<file path="src/rtl/alu16_pkg.sv">
package alu16_pkg;

  typedef enum logic [2:0] {
    SEL_CONST = 3'd0,
    SEL_ARITH = 3'd1,
    SEL_MUL   = 3'd2,
    SEL_SHL   = 3'd3,
    SEL_SHR   = 3'd4,
    SEL_LOGIC = 3'd5
  } resSel_e;

  typedef enum logic [1:0] {
    LG_OR   = 2'd0,
    LG_AND  = 2'd1,
    LG_XOR  = 2'd2,
    LG_PASS = 2'd3
  } logicOp_e;

  typedef struct packed {
    resSel_e  resSel;
    logic     constOnes;
    logic     subMode;
    logic     bOne;
    logic     carryEn;
    logic     mulEn;
    logicOp_e logicOp;
    logic     logicInv;
  } aluCtrl_t;

endpackage

</file>
<file path="src/rtl/alu16_rev_gates.sv">
// Reversible primitive functions used by the adder chain.
module alu16_peres (
  input  logic a,
  input  logic b,
  input  logic c,
  output logic p,
  output logic q,
  output logic r
);
  assign p = a;
  assign q = a ^ b;
  assign r = (a & b) ^ c;
endmodule

module alu16_feynman (
  input  logic a,
  input  logic b,
  output logic p,
  output logic q
);
  assign p = a;
  assign q = a ^ b;
endmodule

</file>
<file path="src/rtl/alu16_addsub.sv">
// Ripple adder/subtractor: a Feynman gate conditionally inverts B,
// and two Peres gates per bit form a full adder.
module alu16_addsub #(
  parameter int WIDTH = 8
) (
  input  logic [WIDTH-1:0] inA,
  input  logic [WIDTH-1:0] inB,
  input  logic             subMode,
  output logic [WIDTH-1:0] sum,
  output logic             carryOut
);
  logic [WIDTH:0]   chain;
  logic [WIDTH-1:0] bMod;
  logic [WIDTH-1:0] halfX;
  logic [WIDTH-1:0] halfG;
  logic [WIDTH-1:0] unusedFeynP;
  logic [WIDTH-1:0] unusedPeresP1;
  logic [WIDTH-1:0] unusedPeresP2;

  assign chain[0] = subMode;

  for (genvar i = 0; i < WIDTH; i++) begin : g_bit
    alu16_feynman u_inv (
      .a(subMode), .b(inB[i]), .p(unusedFeynP[i]), .q(bMod[i])
    );
    // First Peres gate: propagate and generate terms.
    alu16_peres u_half (
      .a(inA[i]), .b(bMod[i]), .c(1'b0),
      .p(unusedPeresP1[i]), .q(halfX[i]), .r(halfG[i])
    );
    // Second Peres gate: sum bit and carry to the next position.
    alu16_peres u_full (
      .a(halfX[i]), .b(chain[i]), .c(halfG[i]),
      .p(unusedPeresP2[i]), .q(sum[i]), .r(chain[i+1])
    );
  end

  assign carryOut = chain[WIDTH];
endmodule

</file>
<file path="src/rtl/alu16_ctrl.sv">
module alu16_ctrl
  import alu16_pkg::*;
(
  input  logic [3:0] opSel,
  output aluCtrl_t   ctrl
);
  always_comb begin
    ctrl = '{resSel: SEL_CONST, constOnes: 1'b0, subMode: 1'b0, bOne: 1'b0,
             carryEn: 1'b0, mulEn: 1'b0, logicOp: LG_OR, logicInv: 1'b0};
    unique case (opSel)
      4'b0000: ctrl.resSel = SEL_CONST;
      4'b0001: begin ctrl.resSel = SEL_ARITH; ctrl.carryEn = 1'b1; end
      4'b0010: begin ctrl.resSel = SEL_ARITH; ctrl.carryEn = 1'b1; ctrl.subMode = 1'b1; end
      4'b0011: begin ctrl.resSel = SEL_MUL; ctrl.mulEn = 1'b1; end
      4'b0100: begin ctrl.resSel = SEL_ARITH; ctrl.bOne = 1'b1; end
      4'b0101: begin ctrl.resSel = SEL_ARITH; ctrl.bOne = 1'b1; ctrl.subMode = 1'b1; end
      4'b0110: ctrl.resSel = SEL_SHL;
      4'b0111: ctrl.resSel = SEL_SHR;
      4'b1000: begin ctrl.resSel = SEL_LOGIC; ctrl.logicOp = LG_OR; end
      4'b1001: begin ctrl.resSel = SEL_LOGIC; ctrl.logicOp = LG_AND; end
      4'b1010: begin ctrl.resSel = SEL_LOGIC; ctrl.logicOp = LG_PASS; ctrl.logicInv = 1'b1; end
      4'b1011: begin ctrl.resSel = SEL_LOGIC; ctrl.logicOp = LG_XOR; end
      4'b1100: begin ctrl.resSel = SEL_LOGIC; ctrl.logicOp = LG_OR; ctrl.logicInv = 1'b1; end
      4'b1101: begin ctrl.resSel = SEL_LOGIC; ctrl.logicOp = LG_AND; ctrl.logicInv = 1'b1; end
      4'b1110: begin ctrl.resSel = SEL_LOGIC; ctrl.logicOp = LG_XOR; ctrl.logicInv = 1'b1; end
      4'b1111: begin ctrl.resSel = SEL_CONST; ctrl.constOnes = 1'b1; end
      default: ;
    endcase
  end
endmodule

</file>
<file path="src/rtl/alu16_dp.sv">
module alu16_dp
  import alu16_pkg::*;
#(
  parameter int WIDTH = 8
) (
  input  aluCtrl_t           ctrl,
  input  logic [WIDTH-1:0]   opA,
  input  logic [WIDTH-1:0]   opB,
  output logic [WIDTH-1:0]   result,
  output logic [2*WIDTH-1:0] product,
  output logic               carry
);
  localparam int PW = 2 * WIDTH;

  logic [WIDTH-1:0] arithB;
  logic [WIDTH-1:0] arithSum;
  logic             arithCout;
  logic [WIDTH-1:0] shlVal;
  logic [WIDTH-1:0] shrVal;
  logic [WIDTH-1:0] logicRaw;
  logic [WIDTH-1:0] logicVal;
  logic [PW-1:0]    mulFull;

  assign arithB = ctrl.bOne ? WIDTH'(1) : opB;

  alu16_addsub #(.WIDTH(WIDTH)) u_addsub (
    .inA(opA), .inB(arithB), .subMode(ctrl.subMode),
    .sum(arithSum), .carryOut(arithCout)
  );

  assign mulFull = ctrl.mulEn ? (PW'(opA) * PW'(opB)) : '0;
  assign product = mulFull;

  // Shift multiplexers: one position, vacated bit filled with zero.
  assign shlVal = {opA[WIDTH-2:0], 1'b0};
  assign shrVal = {1'b0, opA[WIDTH-1:1]};

  always_comb begin
    unique case (ctrl.logicOp)
      LG_OR:   logicRaw = opA | opB;
      LG_AND:  logicRaw = opA & opB;
      LG_XOR:  logicRaw = opA ^ opB;
      default: logicRaw = opA;
    endcase
  end
  assign logicVal = ctrl.logicInv ? ~logicRaw : logicRaw;

  always_comb begin
    unique case (ctrl.resSel)
      SEL_CONST: result = ctrl.constOnes ? '1 : '0;
      SEL_ARITH: result = arithSum;
      SEL_MUL:   result = mulFull[WIDTH-1:0];
      SEL_SHL:   result = shlVal;
      SEL_SHR:   result = shrVal;
      SEL_LOGIC: result = logicVal;
      default:   result = '0;
    endcase
  end

  // A subtract completes with no carry-out exactly when a borrow occurred.
  assign carry = ctrl.carryEn & (arithCout ^ ctrl.subMode);
endmodule

</file>
<file path="src/rtl/alu16.sv">
module alu16
  import alu16_pkg::*;
#(
  parameter int WIDTH = 8
) (
  input  logic [3:0]         opSel,
  input  logic [WIDTH-1:0]   opA,
  input  logic [WIDTH-1:0]   opB,
  output logic [WIDTH-1:0]   result,
  output logic [2*WIDTH-1:0] product,
  output logic               carry
);
  aluCtrl_t ctrl;

  alu16_ctrl u_ctrl (
    .opSel(opSel), .ctrl(ctrl)
  );

  alu16_dp #(.WIDTH(WIDTH)) u_dp (
    .ctrl(ctrl), .opA(opA), .opB(opB),
    .result(result), .product(product), .carry(carry)
  );
endmodule

</file>
<file path="config.mk">
export PLATFORM = sky130hd
export DESIGN_NAME = alu16
export DESIGN_NICKNAME = d
export VERILOG_FILES = /design/src/rtl/alu16_pkg.sv /design/src/rtl/alu16_rev_gates.sv /design/src/rtl/alu16_addsub.sv /design/src/rtl/alu16_ctrl.sv /design/src/rtl/alu16_dp.sv /design/src/rtl/alu16.sv
export SDC_FILE = /design/constraint.sdc
export NUM_CORES = 1
export LEC_CHECK = 0
export BUFFER_PORTS_ARGS = -buffer_cell sky130_fd_sc_hd__buf_2
export CAP_MARGIN = 25
export CORE_AREA = 2 2 104 106
export DETAILED_ROUTE_END_ITERATION = 6
export DIE_AREA = 0 0 106 108
export PLACE_DENSITY = 0.58
export SLEW_MARGIN = 20
export SYNTH_ARGS = -nofsm -noshare
export SYNTH_HDL_FRONTEND = slang
export SYNTH_SLANG_ARGS = --single-unit
</file>
<file path="constraint.sdc">
create_clock -name vclk -period 5.5
set_input_delay 0.825 -clock vclk [all_inputs]
set_output_delay 0.825 -clock vclk [all_outputs]
set_load 0.01 [all_outputs]
</file>
## Word-level counts from Yosys, hierarchy flattened

Index checks and enable logic that the tools add are counted.

| storage, ports and cells | value |
|---|---|
| register bits | 0 |
| input port bits | 20 |
| output and inout port bits | 25 |

| cells by class | value |
|---|---|
| multiply operators | 1 |
| equality and inequality tests | 22 |
| multiplexer cells | 14 |
| bitwise gates (word level) | 54 |
| reduce and logical (&&, ||, !) cells | 12 |

Operators by type and width:

| operator | number |
|---|---|
| 8-bit one-hot mux with 6 select lines | 1 |
| 1-bit XOR | 33 |
| 4-bit == test, second input constant | 8 |
| 8-bit 2-to-1 mux | 3 |
| 8-bit one-hot mux with 3 select lines | 1 |
| 3-bit one-hot mux with 6 select lines | 1 |
| 1-bit AND | 17 |
| 4-bit by 3-bit == test with 1-bit output, second input constant | 4 |
| 8-bit by 8-bit multiplier with 16-bit output | 1 |
| 16-bit 2-to-1 mux | 1 |
| 2-bit OR reduction | 6 |
| 8-bit AND | 1 |
| 4-bit by 2-bit == test with 1-bit output, second input constant | 2 |
| 8-bit inverter | 1 |
| 8-bit bitwise OR | 1 |
| 4-bit OR reduction | 2 |
| 8-bit XOR | 1 |
| 7-bit OR reduction | 1 |
| 3-bit by 2-bit == test with 1-bit output, second input constant | 2 |
| 3-bit == test, second input constant | 2 |
| 1-bit 2-to-1 mux | 6 |
| 2-bit one-hot mux with 3 select lines | 1 |
| 4-bit by 1-bit == test with 1-bit output, second input constant | 1 |
| 4-bit zero test | 1 |
| other kinds (5) | 5 |

## Depth between registers and ports, before layout

Gate-level depths: netlist of the first run.

| depth | value |
|---|---|
| depth in word-level cells | 24 |
| gate-level depth with buffers | 21 |

## By module

From an unflattened synthesis of the first run, not the netlist that was laid out.

| unflattened totals | value |
|---|---|
| cell total of the unflattened synthesis | 481 |
| area, all modules | 3818.7 um2 |

By module, submodules not included:

| module | instances | cells each | area each (um2) | seq. area each (um2) |
|---|---|---|---|---|
| alu16_dp | 1 | 388 | 3029.2 | 0.0 |
| alu16_peres | 16 | 3 | 28.8 | 0.0 |
| alu16_ctrl | 1 | 28 | 195.2 | 0.0 |
| alu16_feynman | 8 | 2 | 16.3 | 0.0 |
| alu16_addsub | 1 | 1 | 3.8 | 0.0 |

## Worst setup path before layout of the first run

No wires, ideal clock.

| timing path | value |
|---|---|
| path type | input-to-output |
| from | in opSel[0] |
| to | out carry |
| arrival | 4.959 ns |
| data required time | 4.675 ns |
| setup slack | -0.284 ns |
| cell stages on the path | 19 |
| buffers on the path | 4 |
| cell sequence | buf_6 -> buf_6 -> buf_2 -> or2_2 -> clkbuf_1 -> a21oi_1 -> o21ai_1 -> fa_1 -> fa_1 -> fa_1 -> fa_1 -> fa_1 -> inv_1 -> fa_1 -> inv_1 -> fa_1 -> nor2_1 -> a21oi_1 -> nor3_1 |

| on the way | value |
|---|---|
| longest elaborated chain between the ends | 24 |
| elaborated cells on any way between the ends | 53 |
| those cells by class | eq/ne: 4; mux: 4; bitwise: 42; reduce/logical: 3 |

Ends and longest elaborated chain:

| element | RTL line | source |
|---|---|---|
| from (decl) | alu16.sv:6 | `input logic [3:0] opSel,` |
| 4-bit by 3-bit == test with 1-bit output | alu16_ctrl.sv:10 | `unique case (opSel)` |
| 2-bit OR reduction (no source line) | - |  |
| 1-bit 2-to-1 mux | alu16_ctrl.sv:10 |  |
| 8-bit 2-to-1 mux | alu16_dp.sv:24 | `assign arithB = ctrl.bOne ? WIDTH'(1) : opB;` |
| 1-bit XOR | alu16_rev_gates.sv:22 | `assign q = a ^ b;` |
| 1-bit XOR | alu16_rev_gates.sv:11 | `assign q = a ^ b;` |
| 1-bit AND | alu16_rev_gates.sv:12 | `assign r = (a & b) ^ c;` |
| 1-bit XOR | alu16_rev_gates.sv:12 |  |
| [8 not listed] | - |  |
| 1-bit AND | alu16_rev_gates.sv:12 |  |
| 1-bit XOR | alu16_rev_gates.sv:12 |  |
| 1-bit AND | alu16_rev_gates.sv:12 |  |
| 1-bit XOR | alu16_rev_gates.sv:12 |  |
| 1-bit AND | alu16_rev_gates.sv:12 |  |
| 1-bit XOR | alu16_rev_gates.sv:12 |  |
| 1-bit XOR | alu16_dp.sv:61 | `assign carry = ctrl.carryEn & (arithCout ^ ctrl.subMode);` |
| 1-bit AND (*) | alu16_dp.sv:61 |  |
| to (decl) | alu16.sv:11 | `output logic carry` |

Mark *: on every way between the ends. The rest lies on a longest branch, timed or not.

## Worst setup path in the final report of the first run

| timing path | value |
|---|---|
| from | in opA[1] |
| to | out product[14] |

| on the way | value |
|---|---|
| longest elaborated chain between the ends | 2 |

Ends and longest elaborated chain:

| element | RTL line | source |
|---|---|---|
| from (decl) | alu16.sv:7 | `input logic [WIDTH-1:0] opA,` |
| 8-bit by 8-bit multiplier with 16-bit output | alu16_dp.sv:31 | `assign mulFull = ctrl.mulEn ? (PW'(opA) * PW'(opB)) : '0;` |
| 16-bit 2-to-1 mux | alu16_dp.sv:31 |  |
| to (decl) | alu16.sv:10 | `output logic [2*WIDTH-1:0] product,` |

Every way passes these cells.

==> key figures, run 1 <==
Floorplan
  – IO Pins: 45
  – Die width: 106 um
  – Die H: 108 um
  – Die Area: 11,400 um2
  – Floorplan row count: 37
  – Core ar.: 10,200 um2
  – Effective utilization at floorplan: 0.394

Timing
  – Slew Limit Fails: 0
  – Final worst setup slack: 0.0356 ns
  – Hold Vio Cnt, Final: 0
  – RSZ-0062 raised after global routing: yes
  – Setup TNS: 0 ns
  – Slew margin rel.: 0.572
  – Worst-margin pin slew: 0.639 ns
  – Max Clk Rate: 183 MHz
  – Final Setup Violations: 0
  – Crit share post-route: 0.994
  – Min Tclk post-route: 5.46 ns

Final layout
  – Final Cell Area: 5380 um2
  – Final Non-Filler Cells: 815
  – Sequential cell count: 0
  – FF+latch area: 0 um2
  – Area growth syn-to-layout: 33.5%
  – Nets: 796
  – Multi-input logic area: 3780 um2
  – # fillers: 1,019
  – Inserted Diodes: 0
  – CLK BUF: 0
  – Layout cells sized above 1: 0.339

Placement
  – Gp weighted congestion: 0.929
  – Post-DP Area: 4880 um2
  – Port bufs: 45
  – Dpl ws: -0.268 ns
  – Post-DP HPWL: 10,600 um
  – Dpl cells: 795

Routing
  – Post-DR wirelength/cell: 16.5 um
  – Routed wire length: 13,400 um
  – Via count: 4,463
  – # DRC: 0
  – Antenna-violating nets left: 0
  – Via density: 5.48
  – 1st-pass router iterations: 5
  – First DRT Iteration DRCs: 376

Setup path
  – WP data required: 4.68 ns
  – Crit path kind: input pin to output port
  – CP max FO: 4
  – WP data arrival: 4.64 ns
  – Startpoint types: input pin
  – Critical Path End Type: output port

Logic synthesis
  – Post-Syn Area: 4030 um2
  – Syn Area/Cell: 7.06 um2
  – Yosys warning count: 0
  – Syn Nets: 685
  – Seq/Total Area, Yosys: 0
  – Netlist cell types: 56
  – Synth Instances: 570

Global routing
  – Antenna violations before repair: 0
  – GRT overflow: 0
  – Vias in the first global route: 4,199
  – First-pass GRT wire length: 21,000 um
  – Pin count of the biggest net entering global routing: 36
  – Global Route Usage Sum: 0.230

Power
  – Sw Pwr: 604 uW
  – Pint: 572 uW
  – Pwr dens: 219 nW/um2
  – Total Power: 1180 uW
  – Clock power share: 0
  – Seq pwr share: 0
  – Max VDD drop: 211 uV
  – Switch share: 0.514
  – Leak Pwr: 0.00267 uW
  – Logic pwr share: 1.000

Outcome
  – Status: finished, final reports clean

Worst hold path
  – Hold Path Class: input pin to output port

Flow run
  – # Max-Cap Violations: 0

CTS
  – Post-CTS Hold Fix Bufs: 0
## power groups by stage
stage | sequential, uW | combinational (uW) | clock [uW]
2_1_floorplan | 0 | 650 | 0
3_3_place_gp | 0 | 949 | 0
3_5_place_dp | 0 | 963 | 0
4_1_cts | 0 | 1030 | 0
5_1_grt | 0 | 1300 | 0
6_report | 0 | 1180 | 0
## final timing paths
path | from | to | cells after the start
max | opA[1] | product[14] | 18
min | opSel[2] | carry | 4
## worst max-delay path, cell delays in order
cell and delay (ns):
buf_2 0.15, inv_2 0.08, buf_6 0.12, nor2_1 0.07
fa_2 0.40, fa_1 0.54, inv_1 0.05, fa_1 0.46
fa_1 0.53, inv_2 0.05, ha_4 0.27, o21ai_1 0.07
nor2_2 0.27, a31oi_2 0.17, o31ai_2 0.22, xnor2_1 0.14
nor2_1 0.05, buf_2 0.16
## cell usage in the layout (no fill, tap or decap), drive strengths merged, types with 3 or more instances in the layout
master | synthesis | routed
o22a | 5 | 5
o21ai | 26 | 26
ha | 52 | 52
a211oi | 10 | 10
nor3 | 10 | 10
nand3 | 17 | 17
xnor2 | 7 | 7
nand2b | 3 | 3
a21bo | 5 | 5
o22ai | 8 | 8
and2 | 6 | 6
nor2 | 86 | 86
nand2 | 32 | 32
o211ai | 4 | 4
a211o | 3 | 3
maj3 | 6 | 6
and3 | 3 | 3
o21a | 6 | 6
buf | 22 | 141
a21oi | 59 | 59
inv | 91 | 91
xor2 | 10 | 10
a31oi | 5 | 5
a21o | 9 | 9
o32ai | 4 | 4
fa | 43 | 43
## logic make-up after synthesis
logic type | after synthesis | synth area share
AO/OA/AOI/OAI | 156 | 0.247
XOR/XNOR | 17 | 0.0370
adder cells (fa/ha/maj) | 101 | 0.390
buffers and inverters | 124 | 0.129
multiplexers | 3 | 0.00870
AND/OR/NAND/NOR | 169 | 0.187
## per-layer routing
layer  global-route usage  share of wire
met5                    0              0
met4               0.0338          0.019
met3              0.00422          0.041
met2                0.410           0.50
met1                0.321           0.44
## layout make-up
type                            count  area share
Multi-Input combinational cell    446       0.703
Inverter                           92      0.0689
Timing Repair Buffer              141       0.197
Tap cell                          136      0.0317
## cell usage after synthesis (4+ instances only)
cell       n  area (um2)
nand2_1   31         116
o32ai_1    4        35.0
a21o_1     9        67.6
clkbuf_1  10        37.5
o21a_1     6        45.0
o21ai_1    7        35.0
nor2_1    84         315
o211ai_1   4        30.0
fa_1      43         861
a21bo_2    5        50.1
o22ai_1    8        50.1
a31oi_1    5        31.3
o22a_1     5        43.8
xor2_1    10        87.6
a21oi_1   59         295
buf_2     14        70.1
nand3_1   17        85.1
xnor2_1    7        61.3
and2_1     6        37.5
inv_1     91         342
maj3_1     6        60.1
buf_4      4        30.0
ha_1      52         651
nor3_1    10        50.1
o21ai_0   19        95.1
a211oi_1   9        67.6
## metrics by stage
step	hold WS, ns	utilization
finish	2.15	0.525
global route	2.17	0.525
CTS	2.19	0.488
detailed placement	2.19	0.477
global placement	2.18	0.477
floorplan	1.88	-
## timing repair
action / CTS / global route
buffers inserted: 6 / 14
endpoints found under the setup margin: 9 / 11
pin swaps: 16 / 40
endpoints found under the hold margin: 0 / 0
resized for setup: 25 / 86
(Power assumes the default switching activity.)
==> run 2: changes to the inputs <==
PLACE_DENSITY = 0.63   (was 0.58)
==> key figures, run 2 (same netlist as run 1, synthesis figures left out) <==
Outcome
  – Status: finished, final reports clean

Routing
  – Antenna-violating nets left: 0
  – Via density: 5.53
  – 1st-pass router iterations: 7
  – Routed wire length: 13,700 um
  – Post-DR wirelength/cell: 16.7 um
  – # DRC: 0
  – Via count: 4,550
  – First DRT Iteration DRCs: 359

Final layout
  – Commonest non-fill, non-tap cell in the layout: buf_4
  – FF+latch area: 0 um2
  – Most frequent cells in the layout: buf_4, nor2_1, inv_1
  – Sequential cell count: 0
  – CLK BUF: 0
  – Inserted Diodes: 0
  – Area growth syn-to-layout: 36.7%
  – Final Cell Area: 5500 um2
  – Nets: 804
  – Layout cells sized above 1: 0.357

Global routing
  – Global Route Usage Sum: 0.245
  – Antenna violations before repair: 0
  – Vias in the first global route: 4,606
  – First-pass GRT wire length: 22,700 um
  – GRT overflow: 0
  – Pin count of the biggest net entering global routing: 36

Power
  – Logic pwr share: 1.000
  – Seq pwr share: 0
  – Sw Pwr: 649 uW
  – Clock power share: 0
  – Leak Pwr: 0.00273 uW
  – Max VDD drop: 208 uV
  – Pint: 619 uW
  – Switch share: 0.512
  – Pwr dens: 230 nW/um2

Placement
  – Port bufs: 45
  – Post-DP Area: 4920 um2
  – Gp weighted congestion: 0.949
  – Post-DP HPWL: 10,700 um
  – Dpl ws: -0.298 ns

Timing
  – Crit share post-route: 0.995
  – Slew margin rel.: 0.623
  – Final worst setup slack: 0.0276 ns
  – Slew Limit Fails: 0
  – Max Clk Rate: 183 MHz
  – Final Setup Violations: 0
  – Hold Vio Cnt, Final: 0
  – RSZ-0062 raised after global routing: yes
  – Worst-margin pin slew: 0.563 ns
  – Min Tclk post-route: 5.47 ns

Worst hold path
  – Hold_sp: opA[3]
  – Endpoint, Worst Hold: result[3]
  – Worst Hold Path Cells: 5
  – Hold Path Class: input pin to output port

Setup path
  – Slowest stage delay, CP: 0.52 ns
  – Cells along the critical path: buf_2 -> inv_2 -> nor2_2 -> fa_1 -> inv_2 -> fa_1 -> inv_2 -> fa_1 -> inv_1 -> fa_1 -> inv_2 -> ha_4 -> a21o_1 -> a211o_1 -> a31oi_2 -> o31ai_2 -> xnor2_1 -> nor2_1 -> buf_2
  – CP max FO: 4
  – Startpoint types: input pin
  – Crit path kind: input pin to output port
  – WP data arrival: 4.65 ns
  – Slowest cell on crit path: fa_1
  – Critical Path End Type: output port
  – WP data required: 4.68 ns

Floorplan
  – Die H: 108 um
  – Core ar.: 10,200 um2
  – IO Pins: 45
  – Floorplan row count: 37
  – Effective utilization at floorplan: 0.394
  – Die width: 106 um
  – Die Area: 11,400 um2

Flow run
  – # Max-Cap Violations: 0

CTS
  – Post-CTS Hold Fix Bufs: 0
## run 2: cell types whose count changed in the layout (fill, tap and decap cells not counted), sizes merged
| cell | previous run | this run |
|---|---|---|
| buf | 141 | 148 |
| clkbuf | 0 | 1 |
## run 2: area by class of cell
class / count / area [um2]
fill: 1012 / 4730
multi-input combinational: 446 / 3840
inverter: 92 / 365
timing repair buffer: 149 / 1120
tap: 136 / 170
## run 2: worst max-delay path, delay by kind of cell
family / cells / cell delay, ns
and+or+nand+nor: 2 / 0.14
adders and majority gates: 5 / 2.23
AOI/OAI and AO/OA: 4 / 0.80
buffers and inverters: 7 / 0.53
xor gates and xnor gates: 1 / 0.13
## run 2: timing repair
| action | in CTS | in global routing |
|---|---|---|
| setup endpoints to repair | 10 | 13 |
| pin swaps | 24 | 41 |
| gates resized for setup | 33 | 98 |
| buffers inserted | 11 | 11 |
## run 2: power by group through the flow
stage                     logic, uW  registers, uW  clock network, uW
after detailed placement        945              0                  0
after floorplan                 650              0                  0
after global placement          922              0                  0
after global routing           1400              0                  0
final                          1270              0                  0
after CTS                      1030              0                  0
## run 2: metrics by stage
step / util / TNS, ns / std cells / hold slack [ns] / total power [uW]
after floorplan: - / 0 / 570 / 1.88 / 650
after global placement: 0.481 / -1.17 / 802 / 2.25 / 922
after detailed placement: 0.481 / -1.54 / 802 / 2.25 / 945
after CTS: 0.497 / 0 / 813 / 2.22 / 1030
after global routing: 0.538 / -0.631 / 823 / 2.27 / 1400
final: 0.538 / 0 / 823 / 2.24 / 1270
## run 2: worst max path at each step
stage                   to      from  cells after the start
2_1_floorplan    result[7]  opSel[2]                     19
3_3_place_gp   product[12]    opA[3]                     19
5_1_grt          result[7]  opSel[3]                     19
3_5_place_dp   product[12]    opA[3]                     19
4_1_cts          result[5]    opA[0]                     20
6_report       product[14]    opB[3]                     19
## run 2: layer usage
| layer | global-route usage | up-vias | routed length (um) |
|---|---|---|---|
| met5 | 0 | - | 0 |
| met4 | 0.0761 | 0 | 431 |
| met3 | 0.0127 | 31 | 879 |
| met2 | 0.424 | 183 | 6600 |
| met1 | 0.332 | 2182 | 5810 |
| li1 | - | 2154 | - |
==> run 3: changes to the inputs <==
CORE_AREA = 2 2 101 103   (was 2 2 104 106)
DIE_AREA = 0 0 103 105   (was 0 0 106 108)
PLACE_DENSITY = 0.71   (was 0.63)
SYNTH_HIERARCHICAL = 1   (was unset)
==> key figures, run 3 <==
Outcome
  – Status: finished with violations
  – Failing checks: setup timing

Power
  – Seq pwr share: 0
  – Logic pwr share: 1.000
  – Leak Pwr: 0.00250 uW
  – Total Power: 1110 uW
  – Sw Pwr: 566 uW
  – Pwr dens: 228 nW/um2
  – Clock power share: 0
  – Switch share: 0.508
  – Pint: 547 uW
  – Max VDD drop: 215 uV

Global routing
  – Vias in the first global route: 3,578
  – Pin count of the biggest net entering global routing: 25
  – GRT overflow: 0
  – Global-route met1 utilization: 0.251
  – Most used routing layer: met2
  – Global Route Usage Sum: 0.191
  – Met3 GRT Util: 0.00468
  – Antenna violations before repair: 0
  – First-pass GRT wire length: 16,800 um
  – M2 GR Usage: 0.342

Setup path
  – Slowest stage delay, CP: 0.33 ns
  – WP data required: 4.68 ns
  – Cells along the critical path: buf_8 -> and3b_1 -> o21a_2 -> xor2_1 -> ha_1 -> ha_2 -> xor2_1 -> ha_2 -> xor2_1 -> ha_2 -> xor2_1 -> ha_2 -> xor2_2 -> ha_2 -> xor2_1 -> ha_2 -> xor2_1 -> ha_2 -> xor2_1 -> ha_2 -> a211oi_4 -> o32ai_2 -> buf_2
  – Critical Path Start: opSel[2]
  – Critical Path End Type: output port
  – Cell mode on critical path: ha_2
  – WP data arrival: 5.11 ns
  – Slowest cell on crit path: ha_2
  – CP Capture Point: result[7]
  – Levels on crit path: 23
  – CP max FO: 4
  – Crit path max-delay family: adder cells
  – Worst path buffer plus inverter count: 2
  – Crit path kind: input pin to output port
  – Startpoint types: input pin

Floorplan
  – Floorplan row count: 36
  – Die width: 103 um
  – Core ar.: 9640 um2
  – Die H: 105 um
  – Die Area: 10,800 um2
  – IO Pins: 45
  – Effective utilization at floorplan: 0.377

Final layout
  – Inserted Diodes: 0
  – CLK BUF: 0
  – Commonest non-fill, non-tap cell in the layout: buf_4
  – Sequential cell count: 0
  – Final Non-Filler Cells: 697
  – Area growth syn-to-layout: 33.9%
  – Most frequent cells in the layout: buf_4, inv_1, ha_1
  – # fillers: 934
  – FF+latch area: 0 um2
  – Nets: 690
  – Post-layout util: 0.505
  – Layout cells sized above 1: 0.346

Timing
  – Final Setup Violations: 4
  – Max Clk Rate: 168 MHz
  – Crit share post-route: 1.08
  – Hold Vio Cnt, Final: 0
  – Slew margin rel.: 0.546
  – Slew Limit Fails: 0
  – Setup TNS: -1.03 ns
  – Worst-margin pin slew: 0.679 ns
  – Final worst setup slack: -0.437 ns
  – RSZ-0062 raised after global routing: yes
  – Min Tclk post-route: 5.94 ns

Worst hold path
  – Hold Path Class: input pin to output port

Logic synthesis
  – Syn Area/Cell: 7.96 um2
  – Yosys warning count: 6
  – Synth Instances: 457
  – Post-Syn Area: 3640 um2

Flow run
  – # Max-Cap Violations: 0

CTS
  – Post-CTS Hold Fix Bufs: 0

Placement
  – Dpl ws: -0.431 ns
  – Dpl cells: 692
  – Gp weighted congestion: 0.922
  – Post-DP HPWL: 8700 um
  – Port bufs: 45

Routing
  – 1st-pass router iterations: 4
  – First DRT Iteration DRCs: 114
  – Via count: 3,514
  – Routed wire length: 10,400 um
  – Via density: 5.04
  – Antenna-violating nets left: 0
  – # DRC: 0
  – Post-DR wirelength/cell: 14.9 um
-- run 3: cell count changes in the layout (fill, tap and decap cells not counted), sizes merged, moves of 11 or more --
cell   before  now
buf       148  115
inv        91   80
nor2       86   59
ha         52   68
xor2       10   30
a21oi      59   23
o21ai      26    6
-- run 3: how the worst min path moves through the flow --
stage	from	to	cells past startpoint
final	opSel[0]	carry	5
after CTS	opSel[0]	carry	5
after floorplan	opA[4]	result[3]	3
after global placement	opSel[0]	carry	5
after detailed placement	opSel[0]	carry	5
after global routing	opSel[0]	carry	5
-- run 3: cell type report --
type / instances / area [um2] / share of cell area
inverters: 82 / 338 / 0.0693
multi-input cells: 367 / 3560 / 0.730
well taps: 133 / 166 / 0.0342
repair buffers: 115 / 811 / 0.166
-- run 3: timing repair --
| item | CTS | global route |
|---|---|---|
| pin swaps | 28 | 21 |
| buffers inserted | 2 | 4 |
| endpoints found under the setup margin | 11 | 11 |
| resized for setup | 44 | 50 |
-- run 3: worst min-delay path: cells and delay by family --
| family | cells | cell delay (ns) |
|---|---|---|
| buffers and inverters | 2 | 0.20 |
| AND/OR/NAND/NOR | 2 | 0.17 |
| XOR/XNOR | 1 | 0.11 |
-- run 3: metrics by stage --
stage	cell area [um2]	hold slack [ns]
after CTS	4660	2.14
after global routing	4870	2.16
after floorplan	3710	1.90
after detailed placement	4510	2.21
after global placement	4510	2.19
final	4870	2.13
-- run 3: power by group through the flow --
stage,clock network [uW],logic (uW),registers [uW]
after floorplan,0,617,0
after global placement,0,918,0
after detailed placement,0,949,0
after CTS,0,1010,0
after global routing,0,1240,0
final,0,1110,0
-- run 3: routing by layer --
layer | wire length [um] | share of wire
met4 | 263 | 0.025
met3 | 446 | 0.043
met1 | 4290 | 0.41
met5 | 0 | 0
met2 | 5360 | 0.52
